**config.mk**
```make
export PLATFORM = sky130hd
export DESIGN_NAME = thermcal_conv
export DESIGN_NICKNAME = d
export VERILOG_FILES = /design/src/rtl/thermcal_pkg.sv /design/src/rtl/thermcal_trim.sv /design/src/rtl/thermcal_div.sv /design/src/rtl/thermcal_conv.sv
export SDC_FILE = /design/constraint.sdc
export NUM_CORES = 1
export LEC_CHECK = 0
export ABC_AREA = 1
export BUFFER_PORTS_ARGS = -buffer_cell sky130_fd_sc_hd__buf_2
export CAP_MARGIN = 10
export CORE_MARGIN = 2
export CORE_UTILIZATION = 35
export DETAILED_ROUTE_END_ITERATION = 7
export PLACE_DENSITY = 0.48
export SYNTH_ARGS = -nofsm -noshare
export SYNTH_HDL_FRONTEND = slang
export SYNTH_HIERARCHICAL = 1
export SYNTH_SLANG_ARGS = --single-unit
```
**constraint.sdc**
```tcl
create_clock -name clk -period 11.74 [get_ports clk]
set_clock_uncertainty 0.2 [all_clocks]
set_input_delay 1.761 -clock clk [delete_from_list [all_inputs] [get_ports clk]]
set_output_delay 1.761 -clock clk [all_outputs]
set_load 0.03 [all_outputs]
```
**src/rtl/thermcal_pkg.sv**
```systemverilog
package thermcal_pkg;
    typedef enum logic [1:0] {
        CAL_OFFSET = 2'b00,
        CAL_ONE    = 2'b01,
        CAL_TWO    = 2'b10,
        CAL_RSVD   = 2'b11
    } cal_mode_e;

    typedef enum logic [1:0] {
        ST_IDLE   = 2'b00,
        ST_DIVIDE = 2'b01,
        ST_DONE   = 2'b10
    } conv_state_e;
endpackage

```
**src/rtl/thermcal_trim.sv**
```systemverilog
module thermcal_trim #(
    parameter int W      = 8,
    parameter int WORD_W = 32
) (
    input  logic              clk,
    input  logic              rst_n,
    input  logic              load,
    input  logic [WORD_W-1:0] raw_word,
    input  logic [WORD_W-1:0] alt_word,
    input  logic [W-1:0]      lo_limit,
    input  logic [W-1:0]      hi_limit,
    output logic [W-1:0]      pt1,
    output logic [W-1:0]      pt2,
    output logic              have_trim
);
    logic [W-1:0] raw1, raw2, pick1, pick2;
    logic         bad1;
    logic         unused_bits;

    assign unused_bits = ^{raw_word[WORD_W-1:2*W], alt_word[WORD_W-1:2*W]};

    always_comb begin
        raw1  = raw_word[W-1:0];
        raw2  = raw_word[2*W-1:W];
        bad1  = (raw1 == '0) || (raw1 < lo_limit) || (raw1 > hi_limit);
        pick1 = bad1 ? alt_word[W-1:0] : raw1;
        pick2 = (raw2 == '0) ? alt_word[2*W-1:W] : raw2;
    end

    always_ff @(posedge clk) begin
        if (!rst_n) begin
            pt1       <= '0;
            pt2       <= '0;
            have_trim <= 1'b0;
        end else if (load) begin
            pt1       <= pick1;
            pt2       <= pick2;
            have_trim <= 1'b1;
        end
    end
endmodule

```
**src/rtl/thermcal_div.sv**
```systemverilog
module thermcal_div #(
    parameter int NUM_W = 16,
    parameter int DEN_W = 8
) (
    input  logic             clk,
    input  logic             rst_n,
    input  logic             start,
    input  logic [NUM_W-1:0] num,
    input  logic [DEN_W-1:0] den,
    output logic             done,
    output logic [NUM_W-1:0] quot
);
    localparam int CNT_W = $clog2(NUM_W + 1);

    logic [NUM_W-1:0] quot_q;
    logic [DEN_W-1:0] rem_q, den_q;
    logic [CNT_W-1:0] cnt_q;
    logic             run_q, done_q;
    logic [DEN_W:0]   shifted, trial;
    logic             fits;

    always_comb begin
        shifted = {rem_q, quot_q[NUM_W-1]};
        trial   = shifted - {1'b0, den_q};
        fits    = shifted >= {1'b0, den_q};
    end

    always_ff @(posedge clk) begin
        if (!rst_n) begin
            quot_q <= '0;
            rem_q  <= '0;
            den_q  <= '0;
            cnt_q  <= '0;
            run_q  <= 1'b0;
            done_q <= 1'b0;
        end else if (start) begin
            quot_q <= num;
            rem_q  <= '0;
            den_q  <= den;
            cnt_q  <= CNT_W'(NUM_W);
            run_q  <= 1'b1;
            done_q <= 1'b0;
        end else if (run_q) begin
            rem_q  <= fits ? trial[DEN_W-1:0] : shifted[DEN_W-1:0];
            quot_q <= {quot_q[NUM_W-2:0], fits};
            cnt_q  <= cnt_q - 1'b1;
            run_q  <= (cnt_q != CNT_W'(1));
            done_q <= (cnt_q == CNT_W'(1));
        end else begin
            done_q <= 1'b0;
        end
    end

    assign done = done_q;
    assign quot = quot_q;
endmodule

```
**src/rtl/thermcal_conv.sv**
```systemverilog
module thermcal_conv
    import thermcal_pkg::*;
#(
    parameter int W      = 8,
    parameter int WORD_W = 32
) (
    input  logic              clk,
    input  logic              rst_n,
    input  logic              trim_load,
    input  logic [WORD_W-1:0] trim_word,
    input  logic [WORD_W-1:0] fallback_word,
    input  logic [W-1:0]      trim_min,
    input  logic [W-1:0]      trim_max,
    input  logic [1:0]        cal_mode,
    input  logic [W-1:0]      ref_lo,
    input  logic [W-1:0]      ref_hi,
    input  logic [W-1:0]      fixed_offset,
    input  logic              req_valid,
    input  logic              req_dir,
    input  logic [W-1:0]      req_value,
    output logic              req_ready,
    output logic              rsp_valid,
    output logic [W-1:0]      rsp_value,
    output logic              rsp_err
);
    localparam int DW    = W + 2;
    localparam int PW    = 2 * W + 2;
    localparam int NUM_W = 2 * W;
    localparam int SW    = 2 * W + 3;

    conv_state_e state_q, state_d;
    cal_mode_e   mode;
    logic [W-1:0] e1, e2, val_q, base_q;
    logic         loaded, err_q, neg_q, accept, div_start, div_done;
    logic [NUM_W-1:0] quot, num_mag;
    logic [W-1:0]     den_mag;

    logic signed [DW-1:0] sv, se1, se2, sp1, sp2, soff, direct, fa, fb, fden;
    logic [W-1:0]         fbase;
    logic signed [PW-1:0] prod;
    logic                 direct_bad, den_zero, neg_d;
    logic signed [SW-1:0] qext, qs, sum;
    logic                 fin_bad;

    thermcal_trim #(.W(W), .WORD_W(WORD_W)) u_trim (
        .clk(clk), .rst_n(rst_n), .load(trim_load),
        .raw_word(trim_word), .alt_word(fallback_word),
        .lo_limit(trim_min), .hi_limit(trim_max),
        .pt1(e1), .pt2(e2), .have_trim(loaded)
    );

    thermcal_div #(.NUM_W(NUM_W), .DEN_W(W)) u_div (
        .clk(clk), .rst_n(rst_n), .start(div_start),
        .num(num_mag), .den(den_mag), .done(div_done), .quot(quot)
    );

    // Operand selection and single-cycle arithmetic
    always_comb begin
        mode = cal_mode_e'(cal_mode);
        sv   = $signed({2'b00, req_value});
        se1  = $signed({2'b00, e1});
        se2  = $signed({2'b00, e2});
        sp1  = $signed({2'b00, ref_lo});
        sp2  = $signed({2'b00, ref_hi});
        soff = $signed({2'b00, fixed_offset});
        unique case (mode)
            CAL_ONE: direct = req_dir ? (sv - se1 + sp1) : (sv + se1 - sp1);
            default: direct = req_dir ? (sv - soff) : (sv + soff);
        endcase
        direct_bad = |direct[DW-1:W];
        if (req_dir) begin
            fa = sv - se1;  fb = sp2 - sp1; fden = se2 - se1; fbase = ref_lo;
        end else begin
            fa = sv - sp1;  fb = se2 - se1; fden = sp2 - sp1; fbase = e1;
        end
        prod     = PW'(fa) * PW'(fb);
        num_mag  = NUM_W'(prod[PW-1] ? -prod : prod);
        den_mag  = W'(fden[DW-1] ? -fden : fden);
        neg_d    = prod[PW-1] ^ fden[DW-1];
        den_zero = (fden == '0);
    end

    // Two-point completion: sign restore, base add, range check
    always_comb begin
        qext    = $signed({{(SW-NUM_W){1'b0}}, quot});
        qs      = neg_q ? -qext : qext;
        sum     = qs + $signed({{(SW-W){1'b0}}, base_q});
        fin_bad = |sum[SW-1:W];
    end

    assign accept    = req_valid && (state_q == ST_IDLE);
    assign div_start = accept && (mode == CAL_TWO) && loaded && !den_zero;

    always_comb begin
        state_d = state_q;
        unique case (state_q)
            ST_IDLE:   if (accept) state_d = div_start ? ST_DIVIDE : ST_DONE;
            ST_DIVIDE: if (div_done) state_d = ST_DONE;
            ST_DONE:   state_d = ST_IDLE;
            default:   state_d = ST_IDLE;
        endcase
    end

    always_ff @(posedge clk) begin
        if (!rst_n) state_q <= ST_IDLE;
        else        state_q <= state_d;
    end

    always_ff @(posedge clk) begin
        if (!rst_n) begin
            val_q  <= '0;
            err_q  <= 1'b0;
            neg_q  <= 1'b0;
            base_q <= '0;
        end else if (accept) begin
            neg_q  <= neg_d;
            base_q <= fbase;
            if (!loaded || (mode == CAL_TWO && den_zero)) begin
                err_q <= 1'b1;
                val_q <= '0;
            end else if (mode != CAL_TWO) begin
                err_q <= direct_bad;
                val_q <= direct_bad ? '0 : direct[W-1:0];
            end
        end else if (state_q == ST_DIVIDE && div_done) begin
            err_q <= fin_bad;
            val_q <= fin_bad ? '0 : sum[W-1:0];
        end
    end

    assign req_ready = (state_q == ST_IDLE);
    assign rsp_valid = (state_q == ST_DONE);
    assign rsp_value = val_q;
    assign rsp_err   = err_q;
endmodule

```
==> results of run 1 <==
through the flow:
| stage | hold WS, ns | setup slack [ns] | instance area (um2) | cells | utilization, % |
|---|---|---|---|---|---|
| after global placement | 0.2618 | 1.700 | 14250 | 2604 | 38.02 |
| after detailed placement | 0.2656 | 1.708 | 14250 | 2604 | 38.02 |
| final | 0.2667 | 2.058 | 14560 | 2621 | 38.83 |
| after CTS | 0.2761 | 2.042 | 14560 | 2620 | 38.83 |
| after global routing | 0.2939 | 1.526 | 14560 | 2620 | 38.83 |
| after floorplan | 0.2325 | 3.322 | 13280 | 2024 | - |
kinds of logic after synthesis:
family | count (synthesis)
AO/OA/AOI/OAI | 287
XOR/XNOR | 67
adder cells (fa/ha/maj) | 242
buffers and inverters | 477
flip-flops | 76
AND/OR/NAND/NOR | 875
cells in the mapped netlist, drive strengths merged, types with 2 or more instances:
master / count
nand2: 504
inv: 442
nor2: 158
ha: 146
nand3: 131
a21oi: 110
o21ai: 103
fa: 96
dfxtp: 76
xor2: 46
nand4: 33
a31oi: 21
nor3: 21
xnor2: 21
buf: 20
or2: 15
o21bai: 12
clkbuf: 11
o211ai: 9
a21o: 6
a22oi: 6
nand3b: 6
clkinv: 4
o21a: 4
a21boi: 3
nor4: 3
o221ai: 3
a211oi: 2
a221oi: 2
and2: 2
o2111ai: 2
layout make-up:
| type | instances | share of cell area (%) |
|---|---|---|
| multi-input cells | 1471 | 68.06 |
| inverters | 446 | 11.52 |
| flip-flops and latches | 76 | 10.45 |
| well taps | 511 | 4.392 |
| repair buffers | 100 | 3.489 |
| clock buffers | 10 | 1.573 |
| clock inverters | 6 | 0.4985 |
| diodes | 1 | 0.01719 |
routing by layer:
| layer | GRT usage [%] | vias up | part of all wire (%) |
|---|---|---|---|
| met1 | 26.54 | 5692 | 49 |
| li1 | - | 6516 | - |
| met4 | 5.113 | 0 | 2.0 |
| met3 | 2.492 | 41 | 3.3 |
| met5 | 0 | - | 0 |
| met2 | 32.27 | 206 | 46 |
state kept, by name (all words and copies together), names as in the netlist:
name              count
rsp_value             8
u_div/den_q           8
rsp_err               1
neg_q                 1
u_trim/have_trim      1
u_div/rem_q           8
u_div/done            1
u_trim/pt1            8
base_q                8
u_div/quot           16
u_div/run_q           1
state_q               2
u_div/cnt_q           5
u_trim/pt2            8
final timing paths:
path                 start             end  slack, ns  depth (start not counted)
max              ref_hi[0]  u_div/quot[15]       2.06                         33
min                rsp_err         rsp_err       0.27                          2
max reg2reg  u_trim/pt1[1]  u_div/quot[15]       3.31                         35
min reg2reg        rsp_err         rsp_err       0.27                          2
critical path, delay by kind of cell:
family                   cells  cell delay (ns)
adder cells (fa/ha/maj)      8             3.62
XOR/XNOR                     1             0.10
buffers and inverters        8             0.82
AO/OA/AOI/OAI                5             1.87
AND/OR/NAND/NOR             11             1.57
==> metrics.md, run 1 <==
| Metric | Value |
|---|---|
| Status | `completed` |
| Fillers | `4175` |
| Post-CTS resize count | `0` |
| Layout cell share with drive strength beyond 1 | `10.05%` |
| Total Routing Usage GR | `19.44%` |
| DRT iter0 DRCs | `504` |
| First-pass DRT Iterations | `5` |
| IO Pins | `130` |
| Clock transition at the registers of the reported paths | `0.07 ns` |
| Cell at the slowest stage of the critical path | `o21ai_0` |
| Adder-Cell Fraction of Synth Area | `28.22%` |
| Die Ht | `198.8 um` |
| Final setup fails | `0` |
| Synth Area in Simple Gates | `29.59%` |
| Pins Over Slew Limit | `0` |
| Top_reg_cell synth | `dfxtp_1` |
| Avg Cell Area, Syn | `6.563 um2` |
| Register area | `1521 um2` |
| Clock sinks | `76` |
| Synth async-reset ratio | `0%` |
| Hold-fix buffers, CTS | `0` |
| Largest cells by area after synthesis | `fa_1 (14%), ha_1 (14%), nand2_1 (13%), inv_1 (12%), dfxtp_1 (11%)` |
| Port bufs | `97` |
| Commonest non-fill, non-tap cells in the layout | `nand2_1 (473), inv_1 (435), ha_1 (146)` |
| Post-synthesis register bit count | `76` |
| Vias per cell | `4.752` |
| Mux cell area share after synthesis | `0%` |
| Post-CTS setup buffer count | `0` |
| Die ar. | `39530 um2` |
| CTS tree | `yes` |
| Initial antenna violation count | `0` |
| Crit path DAT | `9.79 ns` |
| Crit Path Max Fanout | `13` |
| Fin crit period | `9.682 ns` |
| Worst-skew pair later-pin latency | `0.36 ns` |
| Initial Util | `35.43%` |
| Worst hold path class | `reg -> reg` |
| Largest family of logic cells by synthesized area | `simple AND/OR/NAND/NOR gates` |
| Synth area leader | `fa_1` |
| Post-synth top area share | `14.47%` |
| Avg WL per Cell | `14.12 um` |
| Most common cell after layout, fill and taps aside | `nand2_1` |
| Normalized max-slew margin | `29.90%` |
| EDFF count, synth | `0` |
| Max Root-Sink Buffers | `2` |
| Routed Antenna Nets | `0` |
| CP Class | `in -> reg` |
| Core Rows | `71` |
| Syn nets | `2385` |
| Cell mode on critical path | `inv_1` |
| Worst-Margin Slew | `1.048 ns` |
| Mapped Area | `13280 um2` |
| Vias in the first global route | `12240` |
| Startpoint types | `input pin` |
| Residual DRC count | `0` |
| GRT overflow | `0` |
| Slowest stage delay, CP | `0.72 ns` |
| Largest net degree at the start of global routing | `54` |
| Synth Instances | `2024` |
| WL final | `37.01 mm` |
| Post-synthesis compound-gate area fraction | `12.36%` |
| First-pass GRT wire length | `61.03 mm` |
| Final hold vios | `0` |
| Yosys warns | `6` |
| Area grow syn2layout | `9.588%` |
| CTS Root Cell | `clkbuf_16` |
| Multi-input gate area | `9908 um2` |
| RSZ-0062 raised after global routing | `false` |
| CTS Buf Count | `9` |
| DR vias | `12460` |
| Critical path capture point type | `register` |
| FMAX | `103.3 MHz` |
| Final HPWL DP | `31.70 mm` |
| Required @ worst endpoint | `11.85 ns` |
| Die X | `198.8 um` |
| Gpl congestion | `0.8703` |
| H-tree Lvls | `3` |
| Synth Area in XOR/XNOR | `4.417%` |
| Core area | `37490 um2` |
| Maxcap violations | `0` |
| Fin nets | `2465` |
| Sequential area share after synthesis | `11.45%` |
| Setup TNS | `0 ns` |
| Fin crit share | `82.47%` |
| Distinct cells, synth | `59` |
Power of run 1 is left out: the tool's default activity adds up to more than one toggle a clock period on the data nets, which glitch-free logic cannot reach.
==> run 2: changes to the inputs <==
PLACE_DENSITY = 0.5   (was 0.48)
clock period = 7.9 ns   (was 11.74 ns; I/O delays follow)
==> run 2 against run 1 <==
- utilization rose by 6.2 points
- global-route usage increased by 0.90 points
- count of clock-buffer cells in the layout did not move
==> metrics.md, run 2 (synthesis results as in run 1) <==
| Metric | Value |
|---|---|
| Layout cell share with drive strength beyond 1 | `23.77%` |
| First-pass DRT Iterations | `6` |
| Core area | `37490 um2` |
| Gpl congestion | `0.8899` |
| Die ar. | `39530 um2` |
| CTS Root Cell | `clkbuf_16` |
| Die X | `198.8 um` |
| Final setup fails | `0` |
| Worst-Margin Slew | `0.7550 ns` |
| Clock transition at the registers of the reported paths | `0.07 ns` |
| RSZ-0062 raised after global routing | `true` |
| Fin crit period | `7.674 ns` |
| Placement Cell Area | `15720 um2` |
| Status | `completed` |
| Vias per cell | `4.690` |
| CTS tree | `yes` |
| Pins Over Slew Limit | `0` |
| Normalized max-slew margin | `49.60%` |
| Area grow syn2layout | `27.11%` |
| IO Pins | `130` |
| Worst hold path class | `reg -> reg` |
| DRT iter0 DRCs | `629` |
| H-tree Lvls | `3` |
| Worst-skew pair later-pin latency | `0.36 ns` |
| Routed Antenna Nets | `0` |
| Maxcap violations | `0` |
| Required @ worst endpoint | `7.94 ns` |
| CP Class | `in -> reg` |
| Reg2Reg Setup Slack | `0.80 ns` |
| Clock sinks | `76` |
| Most common cell after layout, fill and taps aside | `nand2_1` |
| GRT overflow | `0` |
| Initial Util | `35.43%` |
| CTS Buf Count | `9` |
| Commonest non-fill, non-tap cells in the layout | `nand2_1 (448), inv_1 (412), buf_4 (211)` |
| Critical path capture point type | `register` |
| Cell at the slowest stage of the critical path | `fa_1` |
| Max Root-Sink Buffers | `2` |
| Antenna fix cells | `0` |
| Initial antenna violation count | `0` |
| Final HPWL DP | `33.36 mm` |
| Crit path DAT | `7.71 ns` |
| Final instance area | `16880 um2` |
| Core Rows | `71` |
| Residual DRC count | `0` |
| Startpoint types | `input pin` |
| Fin crit share | `97.13%` |
| Slowest stage delay, CP | `0.52 ns` |
| Final hold vios | `0` |
| WL final | `39.49 mm` |
| Avg WL per Cell | `13.94 um` |
| Cell mode on critical path | `nand2_1` |
| Total Routing Usage GR | `20.34%` |
| Max reg flops | `16` |
| Fin nets | `2678` |
| Die Ht | `198.8 um` |
| Vias in the first global route | `12990` |
| Port bufs | `97` |
| DR vias | `13290` |
| First-pass GRT wire length | `64.11 mm` |
| FMAX | `130.3 MHz` |
| Fillers | `4002` |
| Largest net degree at the start of global routing | `52` |
| Crit Path Max Fanout | `5` |
==> run 2: per-stage QoR <==
| step | setup TNS [ns] | worst slack [ns] | cells | util, % | hold slack (ns) |
|---|---|---|---|---|---|
| detailed placement | -13.65 | -0.9520 | 2799 | 41.93 | 0.2646 |
| finish | 0 | 0.2263 | 2833 | 45.04 | 0.2674 |
| global placement | -11.08 | -0.7848 | 2799 | 41.93 | 0.2565 |
| CTS | 0 | 0.008724 | 2823 | 43.25 | 0.2754 |
| global route | -0.1434 | -0.07484 | 2833 | 45.04 | 0.2880 |
| floorplan | 0 | 0.05791 | 2024 | - | 0.2325 |
==> run 2: metal layers <==
| metal | vias to the layer above | global-route usage [%] | wire [um] |
|---|---|---|---|
| met1 | 6099 | 27.58 | 19110 |
| met4 | 0 | 3.759 | 631 |
| li1 | 6945 | - | - |
| met2 | 214 | 34.98 | 18700 |
| met3 | 30 | 2.306 | 1052 |
| met5 | - | 0 | 0 |
==> run 2: layout make-up <==
cell class | instances | area [um2] | area share [%]
Clock buffer | 10 | 229.0 | 1.356
Timing Repair Buffer | 312 | 2133 | 12.63
Tap cell | 511 | 639.4 | 3.787
Multi-Input combinational cell | 1472 | 10600 | 62.76
Clock inverter | 6 | 72.57 | 0.4298
Sequential cell | 76 | 1521 | 9.011
Inverter | 446 | 1693 | 10.03
==> run 2: what timing repair did <==
item                                   4_1_cts  5_1_grt
buffers inserted                             7       10
gates cloned                                 1        0
hold buffers                                 0        0
gates resized for setup                     40      136
setup endpoints to repair                   16       16
pin swaps                                   14       93
endpoints found under the hold margin        0        0
==> run 2: path summary, 6_finish.rpt <==
| path | start | cells past startpoint | endpoint |
|---|---|---|---|
| worst max register to register | u_trim/pt1[2] | 34 | u_div/quot[14] |
| worst max-delay path | ref_lo[2] | 44 | u_div/quot[14] |
| worst min register to register | u_div/den_q[3] | 2 | u_div/den_q[3] |
| worst min-delay path | u_div/den_q[3] | 2 | u_div/den_q[3] |
==> run 2: worst max-delay path: cells and delay by family <==
family | cells | cell delay (ns)
and+or+nand+nor | 17 | 1.69
adders and majority gates | 7 | 2.93
buffers and inverters | 12 | 1.05
xor gates and xnor gates | 2 | 0.25
AOI/OAI and AO/OA | 6 | 0.61
Power of run 2 is left out for the same reason.
==> run 3: changes to the inputs <==
CELL_PAD_IN_SITES_DETAIL_PLACEMENT = 0   (was not set)
CELL_PAD_IN_SITES_GLOBAL_PLACEMENT = 1   (was not set)
PLACE_DENSITY = 0.67   (was 0.5)
==> run 3 against run 2 <==
- fmax is 0.41% higher
- sequential share of layout area is 0.15 points higher
- die area stayed put
- flip-flop and latch count stayed put
- non-clock buffer count is 11 lower
- critical endpoint is now u_div/quot[9]
- worst setup slack better by 0.031 ns
==> metrics.md, run 3 (synthesis results as in run 1) <==
| Metric | Value |
|---|---|
| Multi-input gate area | `10450 um2` |
| Gpl congestion | `0.8897` |
| Vias per cell | `4.719` |
| CP Class | `in -> reg` |
| Startpoint types | `input pin` |
| Core Rows | `71` |
| CTS tree | `yes` |
| Port bufs | `97` |
| Die Ht | `198.8 um` |
| Max reg flops | `16` |
| Place WS | `-0.6758 ns` |
| Fin nets | `2667` |
| Clock sinks | `76` |
| Delay-heaviest family, CP | `adder cells` |
| Residual DRC count | `0` |
| Initial antenna violation count | `1` |
| CTS Buf Count | `9` |
| Core area | `37490 um2` |
| Most common cell after layout, fill and taps aside | `nand2_1` |
| Hold depth | `2` |
| FMAX | `130.8 MHz` |
| Maxcap violations | `0` |
| Final design utilization | `44.32%` |
| CTS Root Cell | `clkbuf_16` |
| Fin crit share | `96.74%` |
| Layout cell share with drive strength beyond 1 | `22.54%` |
| Routed Antenna Nets | `0` |
| Critical path capture point type | `register` |
| R2R cell count | `41` |
| Die ar. | `39530 um2` |
| Largest net degree at the start of global routing | `52` |
| Worst-skew pair later-pin latency | `0.35 ns` |
| Avg WL per Cell | `13.87 um` |
| Area grow syn2layout | `25.06%` |
| Crit path DAT | `7.69 ns` |
| Crit Path Max Fanout | `6` |
| Cell at the slowest stage of the critical path | `fa_1` |
| Total Routing Usage GR | `20.23%` |
| First-pass DRT Iterations | `5` |
| Clock transition at the registers of the reported paths | `0.07 ns` |
| Max Root-Sink Buffers | `2` |
| Register area | `1521 um2` |
| IO Pins | `130` |
| Required @ worst endpoint | `7.95 ns` |
| Worst-Margin Slew | `0.7354 ns` |
| Worst hold path class | `reg -> reg` |
| WP buf/inv | `11` |
| Fillers | `4038` |
| PnR worst setup slack | `0.2576 ns` |
| Hold-fix buffers, CTS | `0` |
| RSZ-0062 raised after global routing | `true` |
| Status | `completed` |
| GRT overflow | `0` |
| Vias in the first global route | `12920` |
| Commonest non-fill, non-tap cells in the layout | `nand2_1 (452), inv_1 (421), buf_4 (202)` |
| Initial Util | `35.43%` |
| Cell mode on critical path | `nand2_1` |
| Pins Over Slew Limit | `0` |
| DRT iter0 DRCs | `572` |
| Normalized max-slew margin | `50.91%` |
| Levels on crit path | `40` |
| First-pass GRT wire length | `63.67 mm` |
| H-tree Lvls | `3` |
| Final setup fails | `0` |
| DR vias | `13320` |
| Die X | `198.8 um` |
| Final HPWL DP | `33.32 mm` |
| Final hold vios | `0` |
| Fin crit period | `7.642 ns` |
| WL final | `39.14 mm` |
| Slowest stage delay, CP | `0.54 ns` |
-- run 3: timing repair --
item | in CTS | in global routing
gates cloned | 1 | 0
gates resized for setup | 33 | 117
buffers inserted | 3 | 8
setup endpoints to repair | 16 | 16
pin swaps | 14 | 67
-- run 3: per-layer routing --
layer	vias up	wire length [um]	part of all wire, %	track usage [%]
met1	6158	18940	48	27.52
met4	0	423	1.1	3.483
li1	6930	-	-	-
met2	212	18580	47	34.86
met5	-	0	0	0
met3	21	1194	3.1	2.238
-- run 3: cell type report --
type | count | share of cell area [%]
Clock buffer | 10 | 1.378
Timing Repair Buffer | 301 | 12.26
Inverter | 446 | 10.17
Sequential cell | 76 | 9.158
Tap cell | 511 | 3.848
Clock inverter | 6 | 0.2937
Antenna cell | 1 | 0.01506
Multi-Input combinational cell | 1472 | 62.87
-- run 3: worst min-delay path, delay by kind of cell, from the launching register on --
kind             cells  cell delay, ns
AO/OA/AOI/OAI        1            0.06
AND/OR/NAND/NOR      1            0.06
flip-flops           1            0.31
-- run 3: path summary, 6_finish.rpt --
kind                   from        endpoint  slack [ns]
min reg2reg  u_div/cnt_q[4]  u_div/cnt_q[4]        0.28
max reg2reg   u_trim/pt1[1]   u_div/quot[9]        0.79
min          u_div/cnt_q[4]  u_div/cnt_q[4]        0.28
max               ref_lo[1]   u_div/quot[9]        0.26
-- run 3: per-stage QoR --
stage	cell area, um2	cells	TNS (ns)	hold WS (ns)
6_report	16610	2823	0	0.2754
5_1_grt	16610	2823	-0.8771	0.2892
4_1_cts	16110	2814	0	0.2786
3_5_place_dp	15680	2794	-9.735	0.2672
3_3_place_gp	15680	2794	-8.980	0.2570
2_1_floorplan	13280	2024	0	0.2325
Power of run 3 is left out for the same reason.
